File: src/rtl/usbab_pkg.sv
package usbab_pkg;
    typedef enum logic [1:0] {
        SEL_ADDR = 2'd0,
        SEL_CTRL = 2'd1,
        SEL_IEN  = 2'd2,
        SEL_ICLR = 2'd3
    } reg_sel_e;

    localparam int CTRL_ADDR_EN = 0;
    localparam int CTRL_FREEZE  = 1;
    localparam int CTRL_DETACH  = 2;
    localparam int CTRL_LOWSPD  = 3;

    localparam int FLAG_SUSP = 0;
    localparam int FLAG_WAKE = 1;
endpackage

File: src/rtl/usbab_idle_timer.sv
module usbab_idle_timer #(
    parameter int IDLE_CYCLES = 750000
) (
    input  logic clk_i,
    input  logic rst_ni,
    input  logic line_idle_i,
    output logic susp_evt_o,
    output logic wake_evt_o
);
    localparam int CNT_W = $clog2(IDLE_CYCLES);
    localparam logic [CNT_W-1:0] LAST = CNT_W'(IDLE_CYCLES - 1);

    typedef struct packed {
        logic [CNT_W-1:0] cnt;
        logic             fired;
        logic             prev_idle;
    } tmr_t;

    tmr_t q, d;

    always_comb begin
        d            = q;
        d.prev_idle  = line_idle_i;
        susp_evt_o   = 1'b0;
        wake_evt_o   = ~line_idle_i & q.prev_idle;
        if (!line_idle_i) begin
            d.cnt   = '0;
            d.fired = 1'b0;
        end else if (!q.fired) begin
            if (q.cnt == LAST) begin
                susp_evt_o = 1'b1;
                d.fired    = 1'b1;
            end else begin
                d.cnt = q.cnt + 1'b1;
            end
        end
    end

    always_ff @(posedge clk_i or negedge rst_ni) begin
        if (!rst_ni) q <= '0;
        else         q <= d;
    end
endmodule

File: src/rtl/usbab_addr_unit.sv
module usbab_addr_unit #(
    parameter int ADDR_W = 7
) (
    input  logic              clk_i,
    input  logic              rst_ni,
    input  logic              wr_addr_i,
    input  logic              wr_ctrl_i,
    input  logic [ADDR_W-1:0] wr_data_i,
    input  logic              bus_reset_i,
    input  logic              macro_en_i,
    input  logic              token_valid_i,
    input  logic [ADDR_W-1:0] token_addr_i,
    output logic [ADDR_W-1:0] dev_addr_o,
    output logic              match_o
);
    typedef struct packed {
        logic [ADDR_W-1:0] addr;
        logic              en;
        logic              match;
    } adr_t;

    adr_t q, d;
    logic [ADDR_W-1:0] eff;

    always_comb begin
        eff = q.en ? q.addr : '0;
        d   = q;
        if (wr_addr_i) d.addr = wr_data_i;
        if (wr_ctrl_i) d.en   = wr_data_i[usbab_pkg::CTRL_ADDR_EN];
        if (bus_reset_i) begin
            d.addr = '0;
            d.en   = 1'b0;
        end
        if (!macro_en_i) d.en = 1'b0;
        d.match = token_valid_i & (token_addr_i == eff);
    end

    always_ff @(posedge clk_i or negedge rst_ni) begin
        if (!rst_ni) q <= '0;
        else         q <= d;
    end

    assign dev_addr_o = eff;
    assign match_o    = q.match;
endmodule

File: src/rtl/usbab_evt_flags.sv
module usbab_evt_flags (
    input  logic       clk_i,
    input  logic       rst_ni,
    input  logic       wr_ien_i,
    input  logic       wr_iclr_i,
    input  logic [1:0] wr_bits_i,
    input  logic       susp_evt_i,
    input  logic       wake_evt_i,
    output logic       susp_o,
    output logic       wake_o,
    output logic       irq_o
);
    import usbab_pkg::*;

    typedef struct packed {
        logic susp;
        logic wake;
        logic susp_en;
        logic wake_en;
    } flg_t;

    flg_t q, d;

    always_comb begin
        d = q;
        if (wr_ien_i) begin
            d.susp_en = wr_bits_i[FLAG_SUSP];
            d.wake_en = wr_bits_i[FLAG_WAKE];
        end
        if (wr_iclr_i) begin
            if (wr_bits_i[FLAG_SUSP]) d.susp = 1'b0;
            if (wr_bits_i[FLAG_WAKE]) d.wake = 1'b0;
        end
        if (susp_evt_i) begin
            d.susp = 1'b1;
            d.wake = 1'b0;
        end
        if (wake_evt_i) begin
            d.wake = 1'b1;
            d.susp = 1'b0;
        end
    end

    always_ff @(posedge clk_i or negedge rst_ni) begin
        if (!rst_ni) q <= '0;
        else         q <= d;
    end

    assign susp_o = q.susp;
    assign wake_o = q.wake;
    assign irq_o  = (q.susp & q.susp_en) | (q.wake & q.wake_en);
endmodule

File: src/rtl/usb_addr_bus_ctrl.sv
module usb_addr_bus_ctrl #(
    parameter int ADDR_W  = 7,
    parameter int CLK_MHZ = 250,
    parameter int IDLE_US = 3000
) (
    input  logic              clk_i,
    input  logic              rst_ni,
    input  logic              wr_en_i,
    input  logic [1:0]        wr_sel_i,
    input  logic [ADDR_W-1:0] wr_data_i,
    input  logic              bus_reset_i,
    input  logic              macro_en_i,
    input  logic              line_idle_i,
    input  logic              hs_grant_i,
    input  logic              token_valid_i,
    input  logic [ADDR_W-1:0] token_addr_i,
    output logic              susp_flag_o,
    output logic              wake_flag_o,
    output logic              irq_o,
    output logic [ADDR_W-1:0] dev_addr_o,
    output logic              addr_match_o,
    output logic              freeze_clk_o,
    output logic              hs_mode_o,
    output logic              pullup_dp_o,
    output logic              pullup_dm_o
);
    import usbab_pkg::*;

    localparam int IDLE_CYCLES = CLK_MHZ * IDLE_US;

    typedef struct packed {
        logic freeze;
        logic detach;
        logic lowspd;
        logic hs;
    } ctl_t;

    ctl_t     q, d;
    reg_sel_e sel;
    logic     wr_addr, wr_ctrl, wr_ien, wr_iclr;
    logic     susp_evt, wake_evt;

    assign sel     = reg_sel_e'(wr_sel_i);
    assign wr_addr = wr_en_i && (sel == SEL_ADDR);
    assign wr_ctrl = wr_en_i && (sel == SEL_CTRL);
    assign wr_ien  = wr_en_i && (sel == SEL_IEN);
    assign wr_iclr = wr_en_i && (sel == SEL_ICLR);

    usbab_idle_timer #(.IDLE_CYCLES(IDLE_CYCLES)) u_timer (
        .clk_i       (clk_i),
        .rst_ni      (rst_ni),
        .line_idle_i (line_idle_i),
        .susp_evt_o  (susp_evt),
        .wake_evt_o  (wake_evt)
    );

    usbab_addr_unit #(.ADDR_W(ADDR_W)) u_addr (
        .clk_i         (clk_i),
        .rst_ni        (rst_ni),
        .wr_addr_i     (wr_addr),
        .wr_ctrl_i     (wr_ctrl),
        .wr_data_i     (wr_data_i),
        .bus_reset_i   (bus_reset_i),
        .macro_en_i    (macro_en_i),
        .token_valid_i (token_valid_i),
        .token_addr_i  (token_addr_i),
        .dev_addr_o    (dev_addr_o),
        .match_o       (addr_match_o)
    );

    usbab_evt_flags u_flags (
        .clk_i      (clk_i),
        .rst_ni     (rst_ni),
        .wr_ien_i   (wr_ien),
        .wr_iclr_i  (wr_iclr),
        .wr_bits_i  (wr_data_i[1:0]),
        .susp_evt_i (susp_evt),
        .wake_evt_i (wake_evt),
        .susp_o     (susp_flag_o),
        .wake_o     (wake_flag_o),
        .irq_o      (irq_o)
    );

    always_comb begin
        d = q;
        if (wr_ctrl) begin
            d.freeze = wr_data_i[CTRL_FREEZE];
            d.detach = wr_data_i[CTRL_DETACH];
            d.lowspd = wr_data_i[CTRL_LOWSPD];
        end
        if (hs_grant_i) d.hs = 1'b1;
        if (susp_evt)   d.hs = 1'b0;
    end

    always_ff @(posedge clk_i or negedge rst_ni) begin
        if (!rst_ni) q <= '{freeze: 1'b0, detach: 1'b1, lowspd: 1'b0, hs: 1'b0};
        else         q <= d;
    end

    assign freeze_clk_o = q.freeze;
    assign hs_mode_o    = q.hs;
    assign pullup_dp_o  = ~q.detach & ~q.lowspd;
    assign pullup_dm_o  = ~q.detach &  q.lowspd;
endmodule

File: config.mk
export PLATFORM = sky130hd
export DESIGN_NAME = usb_addr_bus_ctrl
export DESIGN_NICKNAME = d
export VERILOG_FILES = /design/src/rtl/usbab_pkg.sv /design/src/rtl/usbab_idle_timer.sv /design/src/rtl/usbab_addr_unit.sv /design/src/rtl/usbab_evt_flags.sv /design/src/rtl/usb_addr_bus_ctrl.sv
export SDC_FILE = /design/constraint.sdc
export NUM_CORES = 1
export LEC_CHECK = 0
export BUFFER_PORTS_ARGS = -buffer_cell sky130_fd_sc_hd__buf_2
export CAP_MARGIN = 10
export CORE_ASPECT_RATIO = 1.4
export CORE_MARGIN = 4
export CORE_UTILIZATION = 50
export DETAILED_ROUTE_END_ITERATION = 10
export HOLD_SLACK_MARGIN = 0.08
export PLACE_DENSITY = 0.72
export SLEW_MARGIN = 20
export SYNTH_ARGS = -nofsm -noshare
export SYNTH_HDL_FRONTEND = slang
export SYNTH_SLANG_ARGS = --single-unit
File: constraint.sdc
create_clock -name clk_i -period 2.3 [get_ports clk_i]
set_clock_uncertainty 0.15 [all_clocks]
set_input_delay 0.345 -clock clk_i [delete_from_list [all_inputs] [get_ports clk_i]]
set_output_delay 0.345 -clock clk_i [all_outputs]
set_load 0.02 [all_outputs]
==> impl_results.md <==
* Cells after Synth at 207
* Synth Register Bits at 39
* Minimum clock period after layout at 2.04 ns
* NumNets Final at between 200 and 300
* Root buf cell: clkbuf_8
* Initial antenna violation count at 0
* GRT Total Usage at between 10% and 20%
* Die W at between 60 and 70 um
* I/O pin cnt at 39
* Status: finished clean
* P&R area growth vs syn at 17.1%
* Initial DRC Count at 84
* Slowest stage delay, CP at 0.50 ns
* Clk pin slew, worst setup/hold paths at ~0.08 ns
* Via density at 5.80
* Initial Utilization at around 52%
* RePlAce Congestion at a little over 0.8
* Max Clk Rate at 491 MHz
* Post-route ant nets at 0
* Critical Path Start Type: register
* Sequential share of the synthesized area at 46.9%
* Worst-Margin Slew at 0.849 ns
* Pins over their slew limit at 0
* CP required at about 2.4 ns
* Predominant post-synthesis flop cell: dfrtp_1
* Inserted Clock Buffers at 5
* Cell leakage power at approximately 1.0 nW
* Drt total wl at between 4000 and 5000 um
* Hold Crit Class: in -> reg
* HPWL Detailed at about 3200 um
* Number of global-route vias before repair at about 1,700
* Most frequent cells in the layout: 38 x dfrtp_1, 38 x buf_2, 20 x nor2_1, 13 x nand2_1, 12 x mux2i_1
* Pre-antenna DRT Iters at 4
* CP max stage cell: or4_1
* Layout cells sized above 1 at between 20% and 30%
* Synthesized area per cell at 10.1 um2
* Sink Count at 39
* Grt ovf at 0
* Post-synthesis cell type count at 48
* Die Height at about 84 um
* Netlist Area Pre-Place at between 2000 and 2500 um2
* Max Cap Viol at 0
* Slew margin rel. at between 40% and 50%
* CP arrival at 2.11 ns
* CP Class: reg -> reg
* CP endpoint kind: register
* Ys async rst share at 100%
* Clock Latency Late Sink at 0.29 ns
* Power, Total at 1.49 mW
* First-pass GRT wire length at slightly below 8000 um
* Critical path cell sequence: nand4_1 > or3_1 > or4_1 > a21oi_1
* Setup tns final at 0 ns
* H-tree levels at 2
* DRC viols at 0
* WL/cell at 14.8 um
* Syn Nets at 232
* Final hold vios at 0
* Post-synth EDFFs at 0
* Row Count at 27
* Die area at about 5300 um2
* Vias at ~1,700
* Largest net degree at the start of global routing at 40
* RSZ-0062 raised after global routing: no
* Core area at between 3000 and 4000 um2
* Diode count at 0
* Peak VDD IR at 570 uV
* # port buffers at 38
* Final setup vio count at 0
* Pwr Density at about 600 nW/um2
* Tcrit/Tclk final at 88.6%
* CTS tree: built
* Clock Path Buffers at 2
* Critical-path maximum fanout at 8
* Synth Warn # at 0
==> layer usage <==
metal  global-route usage, %  vias up  wire [um]
met3                    4.95        7        232
met2                    33.0       43       2330
met1                    20.1      803       1690
li1                        -      840          -
met5                       0        -          0
met4                    7.03        0         78
==> logic make-up (layout without fill, tap and decap cells) <==
group	after synthesis	after routing	share of synthesized area (%)
simple gates	87	87	24.9
flops	39	39	46.9
compound gates	36	36	11.2
mux	17	17	8.47
buf+inv	16	58	3.24
xor+xnor	11	11	4.63
fa+ha+maj	1	1	0.601
==> through the flow <==
stage          std cells  area [um2]  utilization, %  hold WS, ns  setup slack, ns
6_report             292        2440            61.2        0.117            0.262
5_1_grt              292        2440            61.2        0.145            0.121
4_1_cts              292        2440            61.2        0.111            0.250
3_5_place_dp         283        2310            58.0        0.316            0.253
3_3_place_gp         283        2310            58.0        0.312            0.297
2_1_floorplan        207        2080               -       -0.101            0.378
==> repair_timing <==
item / in CTS / in global routing
setup buffers: 0 / 0
hold buffers: 1 / 0
gates resized for setup: 0 / 0
endpoints found under the hold margin: 38 / 0
==> flip-flops by register name (all words and copies together) (netlist names) <==
name / flops
u_timer.q: 22
u_addr.q: 8
q: 2
u_flags.q: 2
freeze_clk_o: 1
hs_mode_o: 1
u_addr.match_o: 1
u_flags.susp_o: 1
u_flags.wake_o: 1
==> cells in the mapped netlist, drive strengths merged (4+ instances only) <==
library cell | n | area, um2
o21ai | 7 | 35.0
clkbuf | 4 | 15.0
nand3 | 4 | 25.0
buf | 4 | 22.5
nand4 | 5 | 31.3
or4 | 9 | 71.3
and2 | 7 | 43.8
a21oi | 9 | 45.0
nand2 | 13 | 48.8
inv | 7 | 26.3
mux2 | 5 | 56.3
o31ai | 5 | 37.5
nand2b | 4 | 25.0
dfrtp | 38 | 951
xnor2 | 10 | 87.6
mux2i | 12 | 120
nor2 | 20 | 75.1
nor4 | 6 | 52.6
==> critical path, delay by kind of cell (launching register included) <==
kind	cells	cell delay, ns
simple gates	3	1.21
flops	1	0.46
compound gates	1	0.16
==> final cells by class <==
| class | instances | area, um2 |
|---|---|---|
| fill | 353 | 1550 |
| multi-input combinational | 152 | 1040 |
| sequential | 39 | 977 |
| timing repair buffer | 42 | 223 |
| clock buffer | 6 | 82.6 |
| tap | 43 | 53.8 |
| clock inverter | 2 | 35.0 |
| inverter | 8 | 30.0 |
==> path summary, 6_finish.rpt <==
kind	start	endpoint	slack [ns]	depth (start not counted)
worst min-delay path	token_valid_i	u_addr.match_o	0.12	3
worst max-delay path	u_timer.q[4]	u_timer.q[19]	0.26	4
min in group asynchronous	rst_ni	u_addr.q[6]	0.54	2
worst max register to register	u_timer.q[4]	u_timer.q[19]	0.26	4
worst min register to register	u_timer.q[0]	u_flags.susp_o	0.32	1
max in group asynchronous	rst_ni	u_timer.q[7]	0.91	2
==> power by group <==
part / internal, mW / leakage, nW / switching, mW
sequential: 0.717 / 0.518 / 0.0240
clock: 0.351 / 0.0612 / 0.232
combinational: 0.0734 / 0.462 / 0.0915
total: 1.14 / 1.04 / 0.348
(Power assumes the default switching activity.)
